==> src/rtl/rb_pkg.sv <==
package rb_pkg;
    typedef enum logic [1:0] {
        ST_IDLE  = 2'd0,
        ST_ISSUE = 2'd1,
        ST_DONE  = 2'd2
    } rb_state_e;

    localparam logic [1:0] IDX_CMD   = 2'd0;
    localparam logic [1:0] IDX_ADDR  = 2'd1;
    localparam logic [1:0] IDX_RDAT  = 2'd2;
    localparam logic [1:0] IDX_WDAT  = 2'd3;

    localparam int CMD_RD_BIT  = 0;
    localparam int CMD_WR_BIT  = 1;
    localparam int CMD_ACK_BIT = 2;
    localparam int CMD_BITS    = 3;
endpackage

==> src/rtl/rb_regs.sv <==
module rb_regs #(
    parameter int AW = 16,
    parameter int DW = 32
) (
    input  logic          clk,
    input  logic          rst_n,
    input  logic          wr_en,
    input  logic [1:0]    widx,
    input  logic [DW-1:0] wdata,
    output logic [AW-1:0] addr_q,
    output logic [DW-1:0] wdat_q
);
    import rb_pkg::*;

    always_ff @(posedge clk) begin
        if (!rst_n) begin
            addr_q <= '0;
            wdat_q <= '0;
        end else if (wr_en) begin
            if (widx == IDX_ADDR) addr_q <= wdata[AW-1:0];
            if (widx == IDX_WDAT) wdat_q <= wdata;
        end
    end
endmodule

==> src/rtl/rb_fsm.sv <==
module rb_fsm #(
    parameter int AW = 16,
    parameter int DW = 32
) (
    input  logic                         clk,
    input  logic                         rst_n,
    input  logic                         cmd_wr,
    input  logic [DW-1:0]                cmd_val,
    input  logic [AW-1:0]                addr_q,
    input  logic [DW-1:0]                wdat_q,
    input  logic                         ib_rsp,
    input  logic [DW-1:0]                ib_rdata,
    output logic                         ib_req,
    output logic                         ib_we,
    output logic [AW-1:0]                ib_addr,
    output logic [DW-1:0]                ib_wdata,
    output logic [rb_pkg::CMD_BITS-1:0]  cmd_word,
    output logic [DW-1:0]                rd_data
);
    import rb_pkg::*;

    rb_state_e state_q, state_d;
    logic      op_rd_q, op_wr_q;
    logic      want_rd, want_wr, is_go, is_clr, accept, clear, respond;

    always_comb begin
        want_rd = cmd_val[CMD_RD_BIT] & ~cmd_val[CMD_WR_BIT];
        want_wr = cmd_val[CMD_WR_BIT] & ~cmd_val[CMD_RD_BIT];
        is_go   = want_rd | want_wr;
        is_clr  = (cmd_val == '0);
        accept  = cmd_wr & is_go & (state_q != ST_ISSUE);
        clear   = cmd_wr & is_clr & (state_q == ST_DONE);
        respond = (state_q == ST_ISSUE) & ib_rsp;
    end

    always_comb begin
        state_d = state_q;
        unique case (state_q)
            ST_IDLE:  if (accept) state_d = ST_ISSUE;
            ST_ISSUE: if (respond) state_d = ST_DONE;
            ST_DONE: begin
                if (accept)     state_d = ST_ISSUE;
                else if (clear) state_d = ST_IDLE;
            end
            default:  state_d = ST_IDLE;
        endcase
    end

    always_ff @(posedge clk) begin
        if (!rst_n) state_q <= ST_IDLE;
        else        state_q <= state_d;
    end

    always_ff @(posedge clk) begin
        if (!rst_n) begin
            op_rd_q  <= 1'b0;
            op_wr_q  <= 1'b0;
            ib_we    <= 1'b0;
            ib_addr  <= '0;
            ib_wdata <= '0;
            rd_data  <= '0;
        end else begin
            if (accept) begin
                op_rd_q  <= want_rd;
                op_wr_q  <= want_wr;
                ib_we    <= want_wr;
                ib_addr  <= addr_q;
                ib_wdata <= wdat_q;
            end else if (clear) begin
                op_rd_q <= 1'b0;
                op_wr_q <= 1'b0;
            end
            if (respond && !ib_we) rd_data <= ib_rdata;
        end
    end

    always_comb begin
        ib_req   = (state_q == ST_ISSUE);
        cmd_word = '0;
        cmd_word[CMD_RD_BIT]  = op_rd_q;
        cmd_word[CMD_WR_BIT]  = op_wr_q;
        cmd_word[CMD_ACK_BIT] = (state_q == ST_DONE);
    end
endmodule

==> src/rtl/rb_bridge.sv <==
module rb_bridge #(
    parameter int AW = 16,
    parameter int DW = 32
) (
    input  logic          clk,
    input  logic          rst_n,
    input  logic          hst_sel,
    input  logic          hst_wr,
    input  logic [1:0]    hst_widx,
    input  logic [DW-1:0] hst_wdata,
    output logic [DW-1:0] hst_rdata,
    output logic          ib_req,
    output logic          ib_we,
    output logic [AW-1:0] ib_addr,
    output logic [DW-1:0] ib_wdata,
    input  logic          ib_rsp,
    input  logic [DW-1:0] ib_rdata
);
    import rb_pkg::*;

    localparam int ADDR_PAD = DW - AW;
    localparam int CMD_PAD  = DW - CMD_BITS;

    logic                host_wr_en;
    logic                cmd_wr;
    logic [AW-1:0]       addr_q;
    logic [DW-1:0]       wdat_q;
    logic [CMD_BITS-1:0] cmd_word;
    logic [DW-1:0]       rd_data;

    assign host_wr_en = hst_sel & hst_wr;
    assign cmd_wr     = host_wr_en & (hst_widx == IDX_CMD);

    rb_regs #(.AW(AW), .DW(DW)) u_regs (
        .clk    (clk),
        .rst_n  (rst_n),
        .wr_en  (host_wr_en),
        .widx   (hst_widx),
        .wdata  (hst_wdata),
        .addr_q (addr_q),
        .wdat_q (wdat_q)
    );

    rb_fsm #(.AW(AW), .DW(DW)) u_fsm (
        .clk      (clk),
        .rst_n    (rst_n),
        .cmd_wr   (cmd_wr),
        .cmd_val  (hst_wdata),
        .addr_q   (addr_q),
        .wdat_q   (wdat_q),
        .ib_rsp   (ib_rsp),
        .ib_rdata (ib_rdata),
        .ib_req   (ib_req),
        .ib_we    (ib_we),
        .ib_addr  (ib_addr),
        .ib_wdata (ib_wdata),
        .cmd_word (cmd_word),
        .rd_data  (rd_data)
    );

    always_comb begin
        unique case (hst_widx)
            IDX_CMD:  hst_rdata = {{CMD_PAD{1'b0}}, cmd_word};
            IDX_ADDR: hst_rdata = {{ADDR_PAD{1'b0}}, addr_q};
            IDX_RDAT: hst_rdata = rd_data;
            IDX_WDAT: hst_rdata = wdat_q;
            default:  hst_rdata = '0;
        endcase
    end
endmodule

==> config.mk <==
export PLATFORM = sky130hd
export DESIGN_NAME = rb_bridge
export DESIGN_NICKNAME = d
export VERILOG_FILES = /design/src/rtl/rb_pkg.sv /design/src/rtl/rb_regs.sv /design/src/rtl/rb_fsm.sv /design/src/rtl/rb_bridge.sv
export SDC_FILE = /design/constraint.sdc
export NUM_CORES = 1
export LEC_CHECK = 0
export BUFFER_PORTS_ARGS = -buffer_cell sky130_fd_sc_hd__buf_2
export CORE_ASPECT_RATIO = 1.75
export CORE_MARGIN = 2
export CORE_UTILIZATION = 42
export CTS_BUF_LIST = sky130_fd_sc_hd__clkbuf_4 sky130_fd_sc_hd__clkbuf_8
export DETAILED_ROUTE_END_ITERATION = 16
export HOLD_SLACK_MARGIN = 0.02
export PLACE_DENSITY_LB_ADDON = 0.3
export SLEW_MARGIN = 20
export SYNTH_ARGS = -nofsm -noshare
export SYNTH_HDL_FRONTEND = slang
export SYNTH_SLANG_ARGS = --single-unit
export TNS_END_PERCENT = 50
==> constraint.sdc <==
create_clock -name clk -period 2.05 [get_ports clk]
set_input_delay 0.3075 -clock clk [delete_from_list [all_inputs] [get_ports clk]]
set_output_delay 0.3075 -clock clk [all_outputs]
set_load 0.03 [all_outputs]
==> results of run 1 <==
[cell usage after synthesis (all sizes together), types with 2 or more instances]
cell	count	share of area (%)
inv	3	0.21
nand2	264	18
dfxtp	133	49
nor3	2	0.19
nor4	10	1.2
nor2b	18	2.1
a22o	13	2.1
clkbuf	33	2.3
ha	3	0.69
nor2	2	0.14
nor3b	2	0.37
mux2i	17	3.1
mux2	13	2.7
nand4	3	0.35
mux4	3	1.2
a21oi	130	12
buf	16	1.6
[per-layer routing]
metal / vias to the layer above / GRT usage (%) / share of wire, %
li1: 2555 / - / -
met3: 35 / 5.19 / 5.1
met5: - / 0 / 0
met2: 169 / 43.2 / 54
met4: 0 / 12.1 / 4.0
met1: 2419 / 23.9 / 37
[area by class of cell]
type | instances | share of cell area [%]
Inverter | 4 | 0.255
Tap cell | 168 | 3.06
Timing Repair Buffer | 175 | 14.7
Sequential cell | 133 | 38.7
Clock buffer | 23 | 4.24
Multi-Input combinational cell | 495 | 36.8
Clock inverter | 9 | 2.18
[registers in the layout, summed over array words and instances (netlist names)]
| register | cells |
|---|---|
| u_fsm.ib_wdata | 32 |
| u_fsm.op_rd_q | 1 |
| u_fsm.state_q | 2 |
| u_regs.addr_q | 16 |
| u_fsm.ib_we | 1 |
| u_regs.wdat_q | 32 |
| u_fsm.rd_data | 32 |
| u_fsm.op_wr_q | 1 |
| u_fsm.ib_addr | 16 |
[cells by family (layout without fill, tap and decap cells)]
logic type               count (synthesis)  after routing  synth area share (%)
AO/OA/AOI/OAI                          148            148                  14.9
flip-flops                             133            133                  49.2
adder cells (fa/ha/maj)                  3              3                 0.694
AND/OR/NAND/NOR                        311            311                  24.0
buffers and inverters                   53            211                  4.16
multiplexers                            33             33                  7.10
[final timing paths]
path,from,endpoint,slack (ns)
setup reg to reg,u_fsm.state_q[1]$_SDFFE_PN0P_,u_fsm.ib_addr[6]$_SDFFE_PN0P_,0.61
hold / removal,ib_rdata[0],u_fsm.rd_data[0]$_SDFFE_PN0P_,0.11
setup / recovery,u_fsm.state_q[1]$_SDFFE_PN0P_,hst_rdata[2],0.18
hold reg to reg,u_fsm.ib_wdata[9]$_SDFFE_PN0P_,u_fsm.ib_wdata[9]$_SDFFE_PN0P_,0.45
[worst min-delay path, delay by kind of cell]
kind,cells,cell delay [ns]
AOI/OAI and AO/OA,1,0.05
buffers and inverters,1,0.09
and+or+nand+nor,1,0.05
[metrics by stage]
stage	cell area (sq um)	utilization, %
after floorplan	5410	-
after global placement	6430	51.5
after detailed placement	6430	51.5
after CTS	6870	55.0
after global routing	6870	55.0
final	6870	55.0
[power breakdown]
part,internal (mW),switching [mW],leakage [nW],total [mW]
Clock,1.44,0.966,0.224,2.41
Combinational,0.139,0.215,1.48,0.354
Sequential,2.61,0.0231,1.07,2.63
Total,4.19,1.20,2.78,5.39
==> results.cfg, run 1 <==
[routing]
drt-wirelength-per-cell_um = 16.0
dr.pass1.iters = 7
num_vias = 5178
drc = 0
drtIter0Drc = 204
finalWirelength_um = 16100
drtAntennaViolNets = 0
vias_per_cell = 5.14

[clock_network]
clkLatencyLatePin_ns = 0.43
tritoncts = built
cts-htree-levels = 4
post-cts-setup-buffer-count = 0
cts.repair.resized = 0
cts_hold_buffers = 0
clockBufferDepth = 2
numCtsBuffers = 17
cts_num_sinks = 133
clkTransAtPathRegs_ns = 0.07
root_buffer = clkbuf_8

[sta]
rsz0062_at_grt = false
slew_violations = 0
tightest_slew_ns = 0.745
finClkSkew_ns = 0.00737
hold_viol = 0
fin_crit_sh_pct = 91.4
setup_violations = 0
whs_ns = 0.112
finalWorstSetupSlack_ns = 0.176
tns_ns = 0
fmax_ghz = 0.534
slew_headroom_pct = 50.1
min_period_ns = 1.87

[run]
drv_cap = 0

[hold_path]
min_path_type = input port to register
hold_depth = 3

[worst_setup_path]
crit_path_start_kind = register
critical_path_cell_count = 3
critPathMaxStageDelay_ns = 0.48
crit_type = register to output pin
slowest_stage = mux4_2
endpoint_kind = output pin
crit_family = multiplexers
path_max_fanout = 3
arrival_ns = 1.57
critPathBufInv = 1
required_ns = 1.74
crit_path_cell_trace = nor2b_1, mux4_2, buf_2
reg2reg_depth = 5

[synth]
synth.avg_cell_area_sq_um = 7.94
yosysWarnings = 0
ys_seq_area_share_pct = 49.2
syn_nets = 755
synth_edf_count = 0
ys.flop_type = dfxtp_1
syn_inst = 681
async_flop_share_pct = 0
syn_area_sq_um = 5410
synth.distinct_cells = 35
ys_seq_elements = 133

[outcome]
status = complete, no violations

[cells_and_area]
layout_common_cells = nand2_1, buf_2, dfxtp_1
layout.nets = 900
fillers = 1258
multi_input_area_sq_um = 2530
seqCellArea_sq_um = 2660
final_cells = 1007
area_growth_pct = 27.1
drive_gt1_share_pct = 27.4
layout_commonest_cell = nand2_1
num_antenna_cells = 0

[power_and_ir_drop]
power_density_nw_per_um2 = 784
power_mw = 5.39
p_leak_nw = 2.78
ir_worst_vdd_mv = 0.722

[placed_design]
hpwl_um = 11900
place_ws_ns = 0.248
dp.cells = 975
io_buffers = 152
gp_congestion = 0.924

[global_routing]
grt_pass1_vias = 5002
grt.overflow.total = 0
grt_util_all_layers_pct = 23.1
grt_pass1_wl_um = 25100
grt_start_max_net_pins = 49
antenna_found_initial = 1

[die]
die_w_um = 89.8
rows = 54
fp.dieH_um = 154
pin_count = 153
dieArea_sq_um = 13800
core-area_sq_um = 12500
initial_core_util_pct = 43.3
(Power assumes the default switching activity.)
==> inputs of run 2 (changes only) <==
--- a/config.mk
+++ b/config.mk
@@ -8,11 +8,12 @@
 export BUFFER_PORTS_ARGS = -buffer_cell sky130_fd_sc_hd__buf_2
 export CORE_ASPECT_RATIO = 1.75
 export CORE_MARGIN = 2
-export CORE_UTILIZATION = 42
+export CORE_UTILIZATION = 30
 export CTS_BUF_LIST = sky130_fd_sc_hd__clkbuf_4 sky130_fd_sc_hd__clkbuf_8
 export DETAILED_ROUTE_END_ITERATION = 16
 export HOLD_SLACK_MARGIN = 0.02
 export PLACE_DENSITY_LB_ADDON = 0.3
+export RECOVER_POWER = 50
 export SLEW_MARGIN = 20
 export SYNTH_ARGS = -nofsm -noshare
 export SYNTH_HDL_FRONTEND = slang
==> run 2 against run 1 <==
Against the previous run:
- cell area fell by 1.0%
- fmax fell by 3.2%
- final cell count rose by 6.6%
- largest cell class unchanged
- clock skew rose by 0.0098 ns
- critical path depth rose by 1
- critical path type is now input port to output pin
- setup slack got worse by 0.062 ns
==> results.cfg, run 2 (synthesis gave the netlist of run 1 again) <==
[power_and_ir_drop]
power_density_nw_per_um2 = 756
switching_share_pct = 26.0
p_leak_nw = 2.49
power_mw = 5.15
power_frac_comb_pct = 6.7
ir_worst_vdd_mv = 0.344
clkPwrFrac_pct = 42.2
internal_power_mw = 3.81
p_switching_mw = 1.34
p_seq_share_pct = 51.1

[sta]
slew_headroom_pct = 54.2
hold_viol = 0
min_period_ns = 1.94
rsz0062_at_grt = false
tightest_slew_ns = 0.685
setup_violations = 0
slew_violations = 0
fin_crit_sh_pct = 94.4
finClkSkew_ns = 0.0171
fmax_ghz = 0.517
finalWorstSetupSlack_ns = 0.114

[die]
die_w_um = 106
initial_core_util_pct = 30.2
core-area_sq_um = 17900
pin_count = 153
fp.dieH_um = 182
dieArea_sq_um = 19200
rows = 65

[worst_setup_path]
r2r_start = u_fsm.state_q[1]$_SDFFE_PN0P_
reg2reg_depth = 5
critPathBufInv = 3
path_max_fanout = 9
r2r-end = u_fsm.ib_wdata[28]$_SDFFE_PN0P_
crit_path_cell_trace = buf_2, clkbuf_1, mux4_2, buf_2
slowest_stage = mux4_2
cpMostUsedCell = buf_2
arrival_ns = 1.63
critPathMaxStageDelay_ns = 0.59
endpoint_kind = output pin
regToRegSetupSlack_ns = 0.50
crit_family = buffers and inverters
crit_type = input port to output pin
crit_path_start_kind = input port
required_ns = 1.74

[placed_design]
gp_congestion = 0.843
place_area_sq_um = 6500
place_ws_ns = -0.0780
io_buffers = 152
hpwl_um = 13400

[cells_and_area]
layout_common_cells = nand2_1, dfxtp_1, a21oi_1
layout_commonest_cell = nand2_1
top_regs = u_fsm.ib_wdata x32, u_fsm.rd_data x32, u_regs.wdat_q x32
drive_gt1_share_pct = 20.5
fin_area_sq_um = 6800
postLayoutCoreUtil_pct = 38.0
layout.nets = 898
fillers = 1973
seqCellArea_sq_um = 2660
multi_input_area_sq_um = 2530
area_growth_pct = 25.8

[outcome]
status = complete, no violations

[clock_network]
cts-htree-levels = 4
clkTransAtPathRegs_ns = 0.08
cts_hold_buffers = 0
post-cts-setup-buffer-count = 0
cts_num_sinks = 133
tritoncts = built
clockBufferDepth = 2
numCtsBuffers = 17
cts.repair.resized = 1
clkLatencyLatePin_ns = 0.44
root_buffer = clkbuf_8

[routing]
dr.pass1.iters = 4
drtAntennaViolNets = 0
drtIter0Drc = 191
finalWirelength_um = 18100
num_vias = 5109
drc = 0
vias_per_cell = 4.76
drt-wirelength-per-cell_um = 16.8

[global_routing]
grt_pass1_wl_um = 27200
grt_use_met2_pct = 35.3
use_met3_pct = 3.84
grt_pass1_vias = 4974
grt.overflow.total = 0
grt_start_max_net_pins = 49
grt.busiest_layer = met2
grt_util_all_layers_pct = 18.8
antenna_found_initial = 2
grtUsageMet1_pct = 20.3

[hold_path]
min_to = u_fsm.rd_data[19]$_SDFFE_PN0P_
hold_depth = 3
hp-start = ib_rdata[19]
min_path_type = input port to register

[run]
drv_cap = 0
run 2: power by group through the flow:
stage / clock [mW] / combinational, mW / sequential, mW
6_report: 2.17 / 0.346 / 2.63
5_1_grt: 2.35 / 0.378 / 2.63
4_1_cts: 2.23 / 0.355 / 2.63
3_5_place_dp: 0 / 0.353 / 2.69
3_3_place_gp: 0 / 0.352 / 2.69
2_1_floorplan: 0 / 0.179 / 2.68
run 2: layout make-up:
cell class,count,area share [%]
antenna,2,0.0736
clock buffer,20,4.05
clock inverter,12,1.71
inverter,4,0.257
multi-input combinational,495,37.1
sequential,133,39.1
tap,234,4.30
timing repair buffer,173,13.4
run 2: how the worst max path moves through the flow:
stage                                       start            end  slack, ns  depth (start not counted)
floorplan                             hst_widx[1]  hst_rdata[17]       0.29                          4
global placement                      hst_widx[1]  hst_rdata[10]      -0.04                          4
detailed placement                    hst_widx[1]  hst_rdata[10]      -0.08                          4
CTS                 u_fsm.state_q[1]$_SDFFE_PN0P_   hst_rdata[2]       0.14                          3
global route                          hst_widx[0]  hst_rdata[30]       0.07                          6
finish                                hst_widx[0]   hst_rdata[0]       0.11                          4
run 2: worst reg2reg max path: stages, from the launching register on:
cell      delay [ns]
dfxtp_1         0.34
nand2b_1        0.19
and3_1          0.44
clkbuf_1        0.31
nand2_1         0.11
a21oi_1         0.12
run 2: layer usage:
| metal | routed length (um) | vias up | share of wire [%] |
|---|---|---|---|
| met4 | 337 | 0 | 1.9 |
| met3 | 737 | 15 | 4.1 |
| met5 | 0 | - | 0 |
| met1 | 6890 | 2418 | 38 |
| li1 | - | 2551 | - |
| met2 | 10100 | 125 | 56 |
run 2: through the flow:
step / std cells / TNS (ns) / hold WS, ns
5_1_grt: 1073 / 0 / 0.0738
2_1_floorplan: 681 / 0 / 0.429
6_report: 1073 / 0 / 0.0984
3_3_place_gp: 1039 / -0.123 / 0.441
4_1_cts: 1071 / 0 / 0.0705
3_5_place_dp: 1039 / -0.716 / 0.444
